--- src/rtl/nsr_pkg.sv ---
package nsr_pkg;

  typedef enum logic [2:0] {
    ST_IDLE,
    ST_DATA_CMD,
    ST_DATA_XFER,
    ST_OOB_CMD,
    ST_OOB_XFER,
    ST_CORRECT,
    ST_NEXT,
    ST_DONE
  } seq_state_e;

  localparam int SPARE_COL_W = 8;
  localparam int SPARE_LEN_W = 5;

  // large-page spare layout: one group per sector
  localparam int LP_SPARE_BASE   = 2;
  localparam int LP_SPARE_STRIDE = 16;
  localparam int LP_SPARE_LEN    = 13;

  // small-page spare layout: two groups for the single sector
  localparam int SP_G0_COL = 0;
  localparam int SP_G0_LEN = 4;
  localparam int SP_G1_COL = 6;
  localparam int SP_G1_LEN = 9;

endpackage

--- src/rtl/nsr_group_table.sv ---
module nsr_group_table
  import nsr_pkg::*;
#(
  parameter int SECT_W = 2
) (
  input  logic                   small_page,
  input  logic                   bus16,
  input  logic [SECT_W-1:0]      sector,
  input  logic                   grp,
  output logic [SPARE_COL_W-1:0] grp_col,
  output logic [SPARE_LEN_W-1:0] grp_len,
  output logic                   grp_last
);

  logic [SPARE_LEN_W-1:0] raw_len;

  always_comb begin
    if (small_page) begin
      grp_col  = grp ? SPARE_COL_W'(SP_G1_COL) : SPARE_COL_W'(SP_G0_COL);
      raw_len  = grp ? SPARE_LEN_W'(SP_G1_LEN) : SPARE_LEN_W'(SP_G0_LEN);
      grp_last = grp;
    end else begin
      grp_col  = SPARE_COL_W'(LP_SPARE_BASE)
               + SPARE_COL_W'(SPARE_COL_W'(sector) * SPARE_COL_W'(LP_SPARE_STRIDE));
      raw_len  = SPARE_LEN_W'(LP_SPARE_LEN);
      grp_last = 1'b1;
    end
    // a 16-bit bus moves whole words: round odd lengths up
    grp_len = bus16 ? raw_len + SPARE_LEN_W'(raw_len[0]) : raw_len;
  end

endmodule

--- src/rtl/nsr_ecc_collect.sv ---
module nsr_ecc_collect #(
  parameter int ECC_BYTES = 13
) (
  input  logic                   clk,
  input  logic                   rst_n,
  input  logic                   clr,
  input  logic                   byte_valid,
  input  logic [7:0]             byte_in,
  output logic [8*ECC_BYTES-1:0] ecc,
  output logic [$clog2(ECC_BYTES+1)-1:0] fill
);

  localparam int IDX_W = $clog2(ECC_BYTES + 1);

  logic [IDX_W-1:0] idx_q;
  logic             take;

  assign take = byte_valid && (idx_q < IDX_W'(ECC_BYTES));
  assign fill = idx_q;

  always_ff @(posedge clk or negedge rst_n) begin
    if (!rst_n)         idx_q <= '0;
    else if (clr)       idx_q <= '0;
    else if (take)      idx_q <= idx_q + 1'b1;
  end

  for (genvar i = 0; i < ECC_BYTES; i++) begin : g_slot
    always_ff @(posedge clk or negedge rst_n) begin
      if (!rst_n)                               ecc[8*i +: 8] <= '0;
      else if (clr)                             ecc[8*i +: 8] <= '0;
      else if (take && idx_q == IDX_W'(i))      ecc[8*i +: 8] <= byte_in;
    end
  end

  assert_fill_cap_R7: assert property (@(posedge clk) disable iff (!rst_n)
    fill <= IDX_W'(ECC_BYTES));

  assert_extra_dropped_R7: assert property (@(posedge clk) disable iff (!rst_n)
    (byte_valid && !clr && fill == IDX_W'(ECC_BYTES)) |=> $stable(ecc));

endmodule

--- src/rtl/nsr_tally.sv ---
module nsr_tally #(
  parameter int CNT_W  = 16,
  parameter int CORR_W = 4
) (
  input  logic              clk,
  input  logic              rst_n,
  input  logic              clr,
  input  logic              upd,
  input  logic              fail,
  input  logic [CORR_W-1:0] count,
  output logic [CNT_W-1:0]  corrected,
  output logic [CNT_W-1:0]  failed
);

  always_ff @(posedge clk or negedge rst_n) begin
    if (!rst_n) begin
      corrected <= '0;
      failed    <= '0;
    end else if (clr) begin
      corrected <= '0;
      failed    <= '0;
    end else if (upd) begin
      if (fail) failed    <= failed + 1'b1;
      else      corrected <= corrected + CNT_W'(count);
    end
  end

  assert_fail_step_R9: assert property (@(posedge clk) disable iff (!rst_n)
    (upd && fail && !clr) |=> (failed == $past(failed) + 1'b1) && $stable(corrected));

  assert_corr_step_R9: assert property (@(posedge clk) disable iff (!rst_n)
    (upd && !fail && !clr) |=> (corrected == $past(corrected) + CNT_W'($past(count))) && $stable(failed));

endmodule

--- src/rtl/nand_sector_reader.sv ---
module nand_sector_reader
  import nsr_pkg::*;
#(
  parameter int PAGE_W       = 16,
  parameter int SECTOR_BYTES = 512,
  parameter int LP_SECTORS   = 4,
  parameter int ECC_BYTES    = 13,
  parameter int CORR_W       = 4,
  parameter int CNT_W        = 16,
  localparam int SECT_W      = (LP_SECTORS > 1) ? $clog2(LP_SECTORS) : 1,
  localparam int BYTE_SH     = $clog2(SECTOR_BYTES),
  localparam int COL_W       = $clog2(LP_SECTORS * SECTOR_BYTES),
  localparam int LEN_W       = $clog2(SECTOR_BYTES + 1)
) (
  input  logic                   clk,
  input  logic                   rst_n,
  input  logic                   start,
  input  logic [PAGE_W-1:0]      start_page,
  input  logic                   small_page,
  input  logic                   bus16,
  output logic                   busy,
  output logic                   done,
  output logic                   cmd_valid,
  input  logic                   cmd_ready,
  output logic                   cmd_spare,
  output logic [PAGE_W-1:0]      cmd_page,
  output logic [COL_W-1:0]       cmd_col,
  output logic [LEN_W-1:0]       cmd_len,
  input  logic                   rd_valid,
  output logic                   rd_ready,
  input  logic [7:0]             rd_data,
  output logic                   buf_valid,
  input  logic                   buf_ready,
  output logic [7:0]             buf_data,
  output logic                   buf_last,
  output logic                   corr_valid,
  input  logic                   corr_ready,
  output logic [8*ECC_BYTES-1:0] corr_ecc,
  input  logic                   corr_fail,
  input  logic [CORR_W-1:0]      corr_count,
  output logic [CNT_W-1:0]       corrected_total,
  output logic [CNT_W-1:0]       failed_total
);

  localparam int FILL_W = $clog2(ECC_BYTES + 1);

  seq_state_e          state_q;
  logic [PAGE_W-1:0]   page_q;
  logic                small_q, bus16_q;
  logic [SECT_W-1:0]   sector_q;
  logic                grp_q;
  logic [LEN_W-1:0]    beat_q, xfer_len_q;

  logic [SPARE_COL_W-1:0] grp_col;
  logic [SPARE_LEN_W-1:0] grp_len;
  logic                   grp_last;
  logic [FILL_W-1:0]      ecc_fill;

  logic accept, rd_fire, data_end, oob_end, last_sector, ecc_clr;

  nsr_group_table #(.SECT_W(SECT_W)) u_table (
    .small_page (small_q),
    .bus16      (bus16_q),
    .sector     (sector_q),
    .grp        (grp_q),
    .grp_col    (grp_col),
    .grp_len    (grp_len),
    .grp_last   (grp_last)
  );

  // ---------------- outputs ----------------
  assign busy       = (state_q != ST_IDLE);
  assign done       = (state_q == ST_DONE);
  assign cmd_valid  = (state_q == ST_DATA_CMD) || (state_q == ST_OOB_CMD);
  assign cmd_spare  = (state_q == ST_OOB_CMD);
  assign cmd_page   = page_q;
  assign cmd_col    = cmd_spare ? COL_W'(grp_col) : (COL_W'(sector_q) << BYTE_SH);
  assign cmd_len    = cmd_spare ? LEN_W'(grp_len) : LEN_W'(SECTOR_BYTES);
  assign rd_ready   = (state_q == ST_DATA_XFER) ? buf_ready : (state_q == ST_OOB_XFER);
  assign buf_valid  = (state_q == ST_DATA_XFER) && rd_valid;
  assign buf_data   = rd_data;
  assign buf_last   = (beat_q == LEN_W'(SECTOR_BYTES - 1));
  assign corr_valid = (state_q == ST_CORRECT);

  assign accept      = (state_q == ST_IDLE) && start;
  assign rd_fire     = rd_valid && rd_ready;
  assign data_end    = (state_q == ST_DATA_XFER) && rd_fire && buf_last;
  assign oob_end     = (state_q == ST_OOB_XFER) && rd_fire && (beat_q == xfer_len_q - 1'b1);
  assign last_sector = small_q ? (sector_q == '0) : (sector_q == SECT_W'(LP_SECTORS - 1));
  assign ecc_clr     = data_end;

  // ---------------- sequencer ----------------
  always_ff @(posedge clk or negedge rst_n) begin
    if (!rst_n) begin
      state_q    <= ST_IDLE;
      page_q     <= '0;
      small_q    <= 1'b0;
      bus16_q    <= 1'b0;
      sector_q   <= '0;
      grp_q      <= 1'b0;
      beat_q     <= '0;
      xfer_len_q <= '0;
    end else begin
      unique case (state_q)
        ST_IDLE: if (start) begin
          page_q   <= start_page;
          small_q  <= small_page;
          bus16_q  <= bus16;
          sector_q <= '0;
          state_q  <= ST_DATA_CMD;
        end
        ST_DATA_CMD: if (cmd_ready) begin
          beat_q  <= '0;
          state_q <= ST_DATA_XFER;
        end
        ST_DATA_XFER: if (rd_fire) begin
          beat_q <= beat_q + 1'b1;
          if (buf_last) begin
            grp_q   <= 1'b0;
            state_q <= ST_OOB_CMD;
          end
        end
        ST_OOB_CMD: if (cmd_ready) begin
          beat_q     <= '0;
          xfer_len_q <= LEN_W'(grp_len);
          state_q    <= ST_OOB_XFER;
        end
        ST_OOB_XFER: if (rd_fire) begin
          beat_q <= beat_q + 1'b1;
          if (oob_end) begin
            if (grp_last) state_q <= ST_CORRECT;
            else begin
              grp_q   <= 1'b1;
              state_q <= ST_OOB_CMD;
            end
          end
        end
        ST_CORRECT: if (corr_ready) state_q <= ST_NEXT;
        ST_NEXT: begin
          if (last_sector) state_q <= ST_DONE;
          else begin
            sector_q <= sector_q + 1'b1;
            state_q  <= ST_DATA_CMD;
          end
        end
        ST_DONE: state_q <= ST_IDLE;
        default: state_q <= ST_IDLE;
      endcase
    end
  end

  nsr_ecc_collect #(.ECC_BYTES(ECC_BYTES)) u_collect (
    .clk        (clk),
    .rst_n      (rst_n),
    .clr        (ecc_clr),
    .byte_valid ((state_q == ST_OOB_XFER) && rd_fire),
    .byte_in    (rd_data),
    .ecc        (corr_ecc),
    .fill       (ecc_fill)
  );

  nsr_tally #(.CNT_W(CNT_W), .CORR_W(CORR_W)) u_tally (
    .clk       (clk),
    .rst_n     (rst_n),
    .clr       (accept),
    .upd       (corr_valid && corr_ready),
    .fail      (corr_fail),
    .count     (corr_count),
    .corrected (corrected_total),
    .failed    (failed_total)
  );

  // ---------------- assertions ----------------
  assert_cmd_hold_R12: assert property (@(posedge clk) disable iff (!rst_n)
    (cmd_valid && !cmd_ready) |=> cmd_valid && $stable(cmd_spare) && $stable(cmd_col)
                                  && $stable(cmd_len) && $stable(cmd_page));

  assert_done_pulse_R11: assert property (@(posedge clk) disable iff (!rst_n)
    done |=> !done && !busy);

  assert_corr_hold_R9: assert property (@(posedge clk) disable iff (!rst_n)
    (corr_valid && !corr_ready) |=> corr_valid && $stable(corr_ecc));

  assert_busy_start_R2: assert property (@(posedge clk) disable iff (!rst_n)
    (busy && start && !done) |=> $stable(page_q) && $stable(small_q) && $stable(bus16_q));

  assert_spare_fresh_R8: assert property (@(posedge clk) disable iff (!rst_n)
    (cmd_valid && cmd_spare && !grp_q) |-> (ecc_fill == '0));

  assert_ecc_full_R7: assert property (@(posedge clk) disable iff (!rst_n)
    corr_valid |-> (ecc_fill == FILL_W'(ECC_BYTES)));

endmodule

--- config.mk ---
export PLATFORM = sky130hd
export DESIGN_NAME = nand_sector_reader
export DESIGN_NICKNAME = d
export VERILOG_FILES = /design/src/rtl/nsr_pkg.sv /design/src/rtl/nsr_group_table.sv /design/src/rtl/nsr_ecc_collect.sv /design/src/rtl/nsr_tally.sv /design/src/rtl/nand_sector_reader.sv
export SDC_FILE = /design/constraint.sdc
export NUM_CORES = 1
export LEC_CHECK = 0
export BUFFER_PORTS_ARGS = -buffer_cell sky130_fd_sc_hd__buf_2
export CORE_MARGIN = 5
export CORE_UTILIZATION = 40
export DETAILED_ROUTE_END_ITERATION = 8
export SLEW_MARGIN = 20
export SYNTH_ARGS = -nofsm -noshare
export SYNTH_HDL_FRONTEND = slang
export SYNTH_SLANG_ARGS = --single-unit
--- constraint.sdc ---
create_clock -name clk -period 2.35 [get_ports clk]
set_input_delay 0.1175 -clock clk [delete_from_list [all_inputs] [get_ports clk]]
set_output_delay 0.1175 -clock clk [all_outputs]
set_load 0.005 [all_outputs]
==> flow_summary.yaml, run 1 <==
outcome:
  status: "completed"
critical_path:
  cp_cell_sequence: "ha_1, and3_1, nor4b_4, inv_1, nor3_2, buf_12, a21oi_1"
  slowest_delay_ns: 0.45
  start_kind: "register"
  timing.rr.end: "u_collect.ecc[72]"
  worstSetupEndpointType: "register"
  worstPathArrival_ns: 2.42
  worstSetupPathType: "reg2reg"
  required_ns: 2.63
  r2r_start: "beat_q[0]"
  reg2reg_slack_ns: 0.20
  crit_slowest_cell: "dfrtp_1"
  worstRegToRegCells: 7
  crit_fanout: 109
die:
  ios: 227
  die_x_um: 156.1
  row_count: 53
  initial_core_util_pct: 40.64
  core-area_um2: 21020
  die_y_um: 156.1
  die_area_um2: 24380
global_route:
  grt-ovfl-total: 0
  grt_pass1_wl_um: 38900
  antenna_found_initial: 0
  grt_pass1_vias: 7224
  grtUsageTotal_pct: 19.82
  grt_max_degree: 110
sta:
  max_freq_mhz: 466.2
  tns_ns: 0
  hold_violations: 0
  slew_headroom_pct: 59.38
  final-setup-viol-count: 0
  timing.hold.ws_ns: 0.02537
  layout_min_cycle_time_ns: 2.145
  finalClockSkew_ns: 0.01335
  period_share_pct: 91.28
  worst_slack_ns: 0.2050
  slew_violations: 0
  worstMarginPinSlew_ns: 0.6093
synthesis:
  async_reset_ff_share_pct: 100.0
  syn_inst: 937
  syn_area_per_cell_um2: 9.118
  ys_warn_count: 0
  ys.flop_type: "dfrtp_1"
  synthDistinctLibCells: 61
  yosysSeqAreaShare_pct: 52.14
  synth-seq-cells: 178
  synth_area_um2: 8543
  synth_edf_count: 0
drt:
  drc: 0
  via_per_inst: 5.089
  drt-pass1-iter-count: 5
  wl_um: 24050
  drtIter0Drc: 452
  avgRoutedWirePerCell_um: 16.73
  dr_total_vias: 7313
  ant_nets: 0
power:
  power.leakage_nw: 5.327
  vdd_drop_max_v: 0.0005038
  combinationalPowerShare_pct: 30.0
  switching_power_mw: 3.565
  internal_power_mw: 6.493
  clockPowerShare_pct: 28.4
  p_per_area_nw_per_um2: 945.2
  power_mw: 10.06
  swShare_pct: 35.44
  seqPwrFrac_pct: 41.5
hold_path:
  hold_path.class: "in2reg"
  min_to: "beat_q[0]"
  hp-start: "rd_valid"
  hold_depth: 3
clock_network:
  post_cts.repair.setup_buffers: 0
  clk_pin_slew_worst_paths_ns: 0.06
  clk_latency_ns: 0.43
  cts_root_buf: "clkbuf_16"
  clock_sinks: 178
  htreeDepth: 4
  cts_made_buffers: 17
  cts_tree: "yes"
  cts_buffer_depth: 2
final_layout:
  utilization_pct: 50.62
  final_cells: 1437
  n_antenna_cell: 0
  fillers: 2018
  final_area_um2: 10640
  drive_gt1_share_pct: 24.96
  num-nets-final: 1202
  syn2layout_area_growth_pct: 24.55
placement:
  post-place-cells: 1386
  postPlaceCellArea_um2: 9849
  pre_cts_ws_ns: 0.1516
  io_buffers: 216
  place.gp.congestion: 0.8156
  dp_hpwl_um: 16420
flow_run:
  maxCapViolCount: 0
-- power groups by stage --
stage,combinational [mW],clock [mW],sequential [mW]
floorplan,1.82,0,4.13
global placement,2.98,0,4.23
detailed placement,3.02,0,4.23
CTS,3.05,2.93,4.18
global route,3.42,3.08,4.27
finish,3.02,2.86,4.17
-- per-layer routing --
layer | part of all wire, % | global-route usage [%]
met1 | 44 | 27.12
met2 | 46 | 31.06
met3 | 8.8 | 6.241
met4 | 1.2 | 4.628
met5 | 0 | 0
-- cells by family (layout without fill, tap and decap cells) --
group | Yosys count | after routing | share of synthesized area [%]
other cells | 1 | 10 | 0.04389
simple gates | 435 | 435 | 22.77
mux | 21 | 21 | 2.475
fa+ha+maj | 15 | 15 | 2.285
flops | 178 | 178 | 52.14
buf+inv | 96 | 312 | 5.536
compound gates | 152 | 152 | 10.75
xor+xnor | 39 | 39 | 3.998
-- sequential cells by signal, indices dropped and copies added (netlist names) --
register,cells
u_collect.ecc,104
beat_q,10
u_tally.corrected,16
small_q,1
bus16_q,1
state_q,3
u_tally.failed,16
u_collect.fill,4
sector_q,2
grp_q,1
cmd_page,16
xfer_len_q,4
-- cells in the final DEF, fill, tap and decap left out, drive strengths merged, types with 19 or more instances in the layout --
| cell | n |
|---|---|
| a21oi | 101 |
| buf | 240 |
| dfrtp | 178 |
| dlygate4sd3 | 19 |
| inv | 26 |
| mux2i | 20 |
| nand2 | 231 |
| nand3 | 69 |
| nor2 | 67 |
| xor2 | 23 |
-- synthesized netlist by cell type (9+ instances only) --
| cell type | number | area, um^2 |
|---|---|---|
| ha_1 | 14 | 175.2 |
| buf_4 | 21 | 157.7 |
| inv_1 | 21 | 78.83 |
| mux2i_1 | 20 | 200.2 |
| clkbuf_1 | 31 | 116.4 |
| dfrtp_1 | 178 | 4454 |
| nor2_1 | 65 | 244.0 |
| buf_2 | 21 | 105.1 |
| a21oi_1 | 98 | 490.5 |
| and3_1 | 9 | 56.30 |
| nand3_1 | 68 | 340.3 |
| nor3_1 | 12 | 60.06 |
| xor2_1 | 23 | 201.4 |
| o21ai_0 | 18 | 90.09 |
| nand2_1 | 231 | 867.1 |
| nand4_1 | 9 | 56.30 |
| xnor2_1 | 16 | 140.1 |
-- critical path: cells and delay by family, from the launching register on --
kind | cells | cell delay, ns
and+or+nand+nor | 3 | 0.71
buffers and inverters | 2 | 0.48
DFF | 1 | 0.45
adders and majority gates | 1 | 0.20
AOI/OAI and AO/OA | 1 | 0.08
-- worst max-delay path by stage --
| stage | start | to | cells past startpoint |
|---|---|---|---|
| CTS | state_q[0] | cmd_len[1] | 6 |
| global placement | u_tally.corrected[0] | u_tally.corrected[10] | 8 |
| global route | state_q[0] | cmd_len[1] | 6 |
| floorplan | u_tally.corrected[0] | u_tally.corrected[10] | 8 |
| finish | beat_q[0] | u_collect.ecc[72] | 7 |
| detailed placement | beat_q[0] | grp_q | 7 |
-- layout make-up --
class,count,area (um^2),area share (%)
clock buffer,17,425.4,3.998
clock inverter,15,170.2,1.599
inverter,21,78.83,0.7408
timing repair buffer,259,1508,14.17
tap,275,344.1,3.234
sequential,178,4454,41.86
multi-input combinational,672,3660,34.40
-- timing repair --
action / in CTS / in global routing
hold buffers: 19 / 0
endpoints found under the setup margin: 0 / 4
hold endpoints to repair: 76 / 0
gates resized for setup: 0 / 2
Power figures use the tool's default switching activity.
==> inputs of run 2 (changes only) <==
--- a/config.mk
+++ b/config.mk
@@ -6,9 +6,12 @@
 export NUM_CORES = 1
 export LEC_CHECK = 0
 export BUFFER_PORTS_ARGS = -buffer_cell sky130_fd_sc_hd__buf_2
+export CELL_PAD_IN_SITES_DETAIL_PLACEMENT = 1
+export CELL_PAD_IN_SITES_GLOBAL_PLACEMENT = 1
 export CORE_MARGIN = 5
 export CORE_UTILIZATION = 40
 export DETAILED_ROUTE_END_ITERATION = 8
+export PLACE_DENSITY_LB_ADDON = 0.1
 export SLEW_MARGIN = 20
 export SYNTH_ARGS = -nofsm -noshare
 export SYNTH_HDL_FRONTEND = slang
==> run 2 against run 1 <==
Maximum frequency fell by 1.6%. Count of clock-buffer cells in the layout rose by 1. Sequential power barely moved. Critical path depth did not move. Flip-flop and latch count did not move.
==> flow_summary.yaml, run 2 (synthesis results as in run 1) <==
critical_path:
  reg2reg_slack_ns: 0.17
  worstRegToRegCells: 7
  required_ns: 2.65
  start_kind: "register"
  timing.rr.end: "u_collect.ecc[92]"
  crit_slowest_cell: "dfrtp_1"
  slowest_delay_ns: 0.44
  crit_fanout: 92
  worstSetupEndpointType: "register"
  setup.worst_path.start: "beat_q[1]"
  critPathCapture: "u_collect.ecc[92]"
  r2r_start: "beat_q[1]"
  cp_cell_sequence: "ha_1, and3_1, nor4b_4, inv_1, nor3_2, clkbuf_16, a21oi_1"
  worstSetupPathType: "reg2reg"
  worstPathArrival_ns: 2.48
die:
  core-area_um2: 21020
  die_x_um: 156.1
  ios: 227
  row_count: 53
  die_area_um2: 24380
  initial_core_util_pct: 40.64
  die_y_um: 156.1
power:
  power.leakage_nw: 5.341
  p_per_area_nw_per_um2: 946.0
  vdd_drop_max_v: 0.0004879
  power_mw: 10.08
sta:
  period_share_pct: 92.74
  max_freq_mhz: 458.8
  finalClockSkew_ns: 0.01358
  tns_ns: 0
  slew_headroom_pct: 62.00
  worst_slack_ns: 0.1706
  hold_violations: 0
  layout_min_cycle_time_ns: 2.179
  slew_violations: 0
  worstMarginPinSlew_ns: 0.5694
  rsz0062_at_grt: "no"
  final-setup-viol-count: 0
clock_network:
  cts_made_buffers: 17
  cts_buffer_depth: 2
  cts_tree: "yes"
  cts_root_buf: "clkbuf_16"
  clk_latency_ns: 0.44
  clk_pin_slew_worst_paths_ns: 0.07
  post_cts.repair.setup_buffers: 0
  clock_sinks: 178
  htreeDepth: 4
global_route:
  groute.layer.met3.usage_pct: 6.796
  grt-ovfl-total: 0
  grt_pass1_wl_um: 42090
  use_met1_pct: 28.63
  antenna_found_initial: 0
  grt_pass1_vias: 7737
  use_met2_pct: 34.86
  grtUsageTotal_pct: 21.58
  busiest_layer: "met2"
  grt_max_degree: 93
placement:
  post-place-cells: 1390
  dp_hpwl_um: 18040
  place.gp.congestion: 0.8089
  io_buffers: 216
  pre_cts_ws_ns: 0.1561
final_layout:
  layout_commonest_cell: "nand2_1"
  mostFrequentLayoutCells: "nand2_1 (231), buf_2 (215), dfrtp_1 (177)"
  utilization_pct: 50.68
  drive_gt1_share_pct: 25.11
  syn2layout_area_growth_pct: 24.69
  fillers: 2525
  largest_register: "u_collect.ecc"
  num-nets-final: 1207
  multiInputGateArea_um2: 3657
  n_antenna_cell: 0
  final-seq-area_um2: 4456
  largest_reg_flops: 104
  final_cells: 1442
drt:
  ant_nets: 0
  via_per_inst: 5.154
  drc: 0
  wl_um: 26060
  drt-pass1-iter-count: 5
  drtIter0Drc: 288
  avgRoutedWirePerCell_um: 18.07
  dr_total_vias: 7432
hold_path:
  hold_path.class: "in2reg"
flow_run:
  maxCapViolCount: 0
outcome:
  status: "completed"
## run 2: cell types whose count changed in the layout (fill, tap and decap cells not counted), moves of 2 or more
cell	delta
buf_4	+4
inv_8	+4
clkinv_8	-3
clkinv_2	-2
## run 2: metrics by stage
step,hold slack (ns),area (um^2)
final,0.01862,10650
after global placement,0.1309,9879
after floorplan,-0.1781,8577
after global routing,0.05251,10650
after CTS,0.008553,10640
after detailed placement,0.1325,9879
## run 2: layout make-up
cell class	count	share of cell area, %
Clock inverter	14	1.269
Tap cell	275	3.230
Clock buffer	18	4.029
Multi-Input combinational cell	672	34.33
Inverter	21	0.7400
Sequential cell	178	41.83
Timing Repair Buffer	264	14.58
## run 2: worst min-delay path by stage
| stage | start | to | slack [ns] | cells past startpoint |
|---|---|---|---|---|
| floorplan | rst_n | beat_q[0] | -0.18 | 0 |
| global placement | rst_n | u_collect.ecc[82] | 0.13 | 1 |
| detailed placement | rst_n | u_collect.ecc[82] | 0.13 | 1 |
| CTS | corr_count[0] | u_tally.corrected[0] | 0.009 | 4 |
| global route | corr_count[0] | u_tally.corrected[0] | 0.05 | 4 |
| finish | corr_count[0] | u_tally.corrected[0] | 0.02 | 4 |
## run 2: power by group
group	total [mW]	internal [mW]	leakage, nW	switching [mW]
clock	2.79	1.41	0.273	1.38
sequential	4.18	3.66	2.41	0.515
combinational	3.10	1.34	2.66	1.77
total	10.1	6.41	5.34	3.66
## run 2: metal layers
metal | wire length, um | share of wire (%)
met1 | 11390 | 44
met2 | 12340 | 47
met3 | 2062 | 7.9
met4 | 261 | 1.0
met5 | 0 | 0
## run 2: critical path: cells and delay by family (launching register included)
kind / cells / cell delay, ns
buf+inv: 2 / 0.47
simple gates: 3 / 0.76
compound gates: 1 / 0.09
flops: 1 / 0.44
fa+ha+maj: 1 / 0.20
## run 2: timing repair
item	CTS	global route
hold buffers	20	0
gates resized for setup	0	3
hold endpoints to repair	72	0
endpoints found under the setup margin	0	14
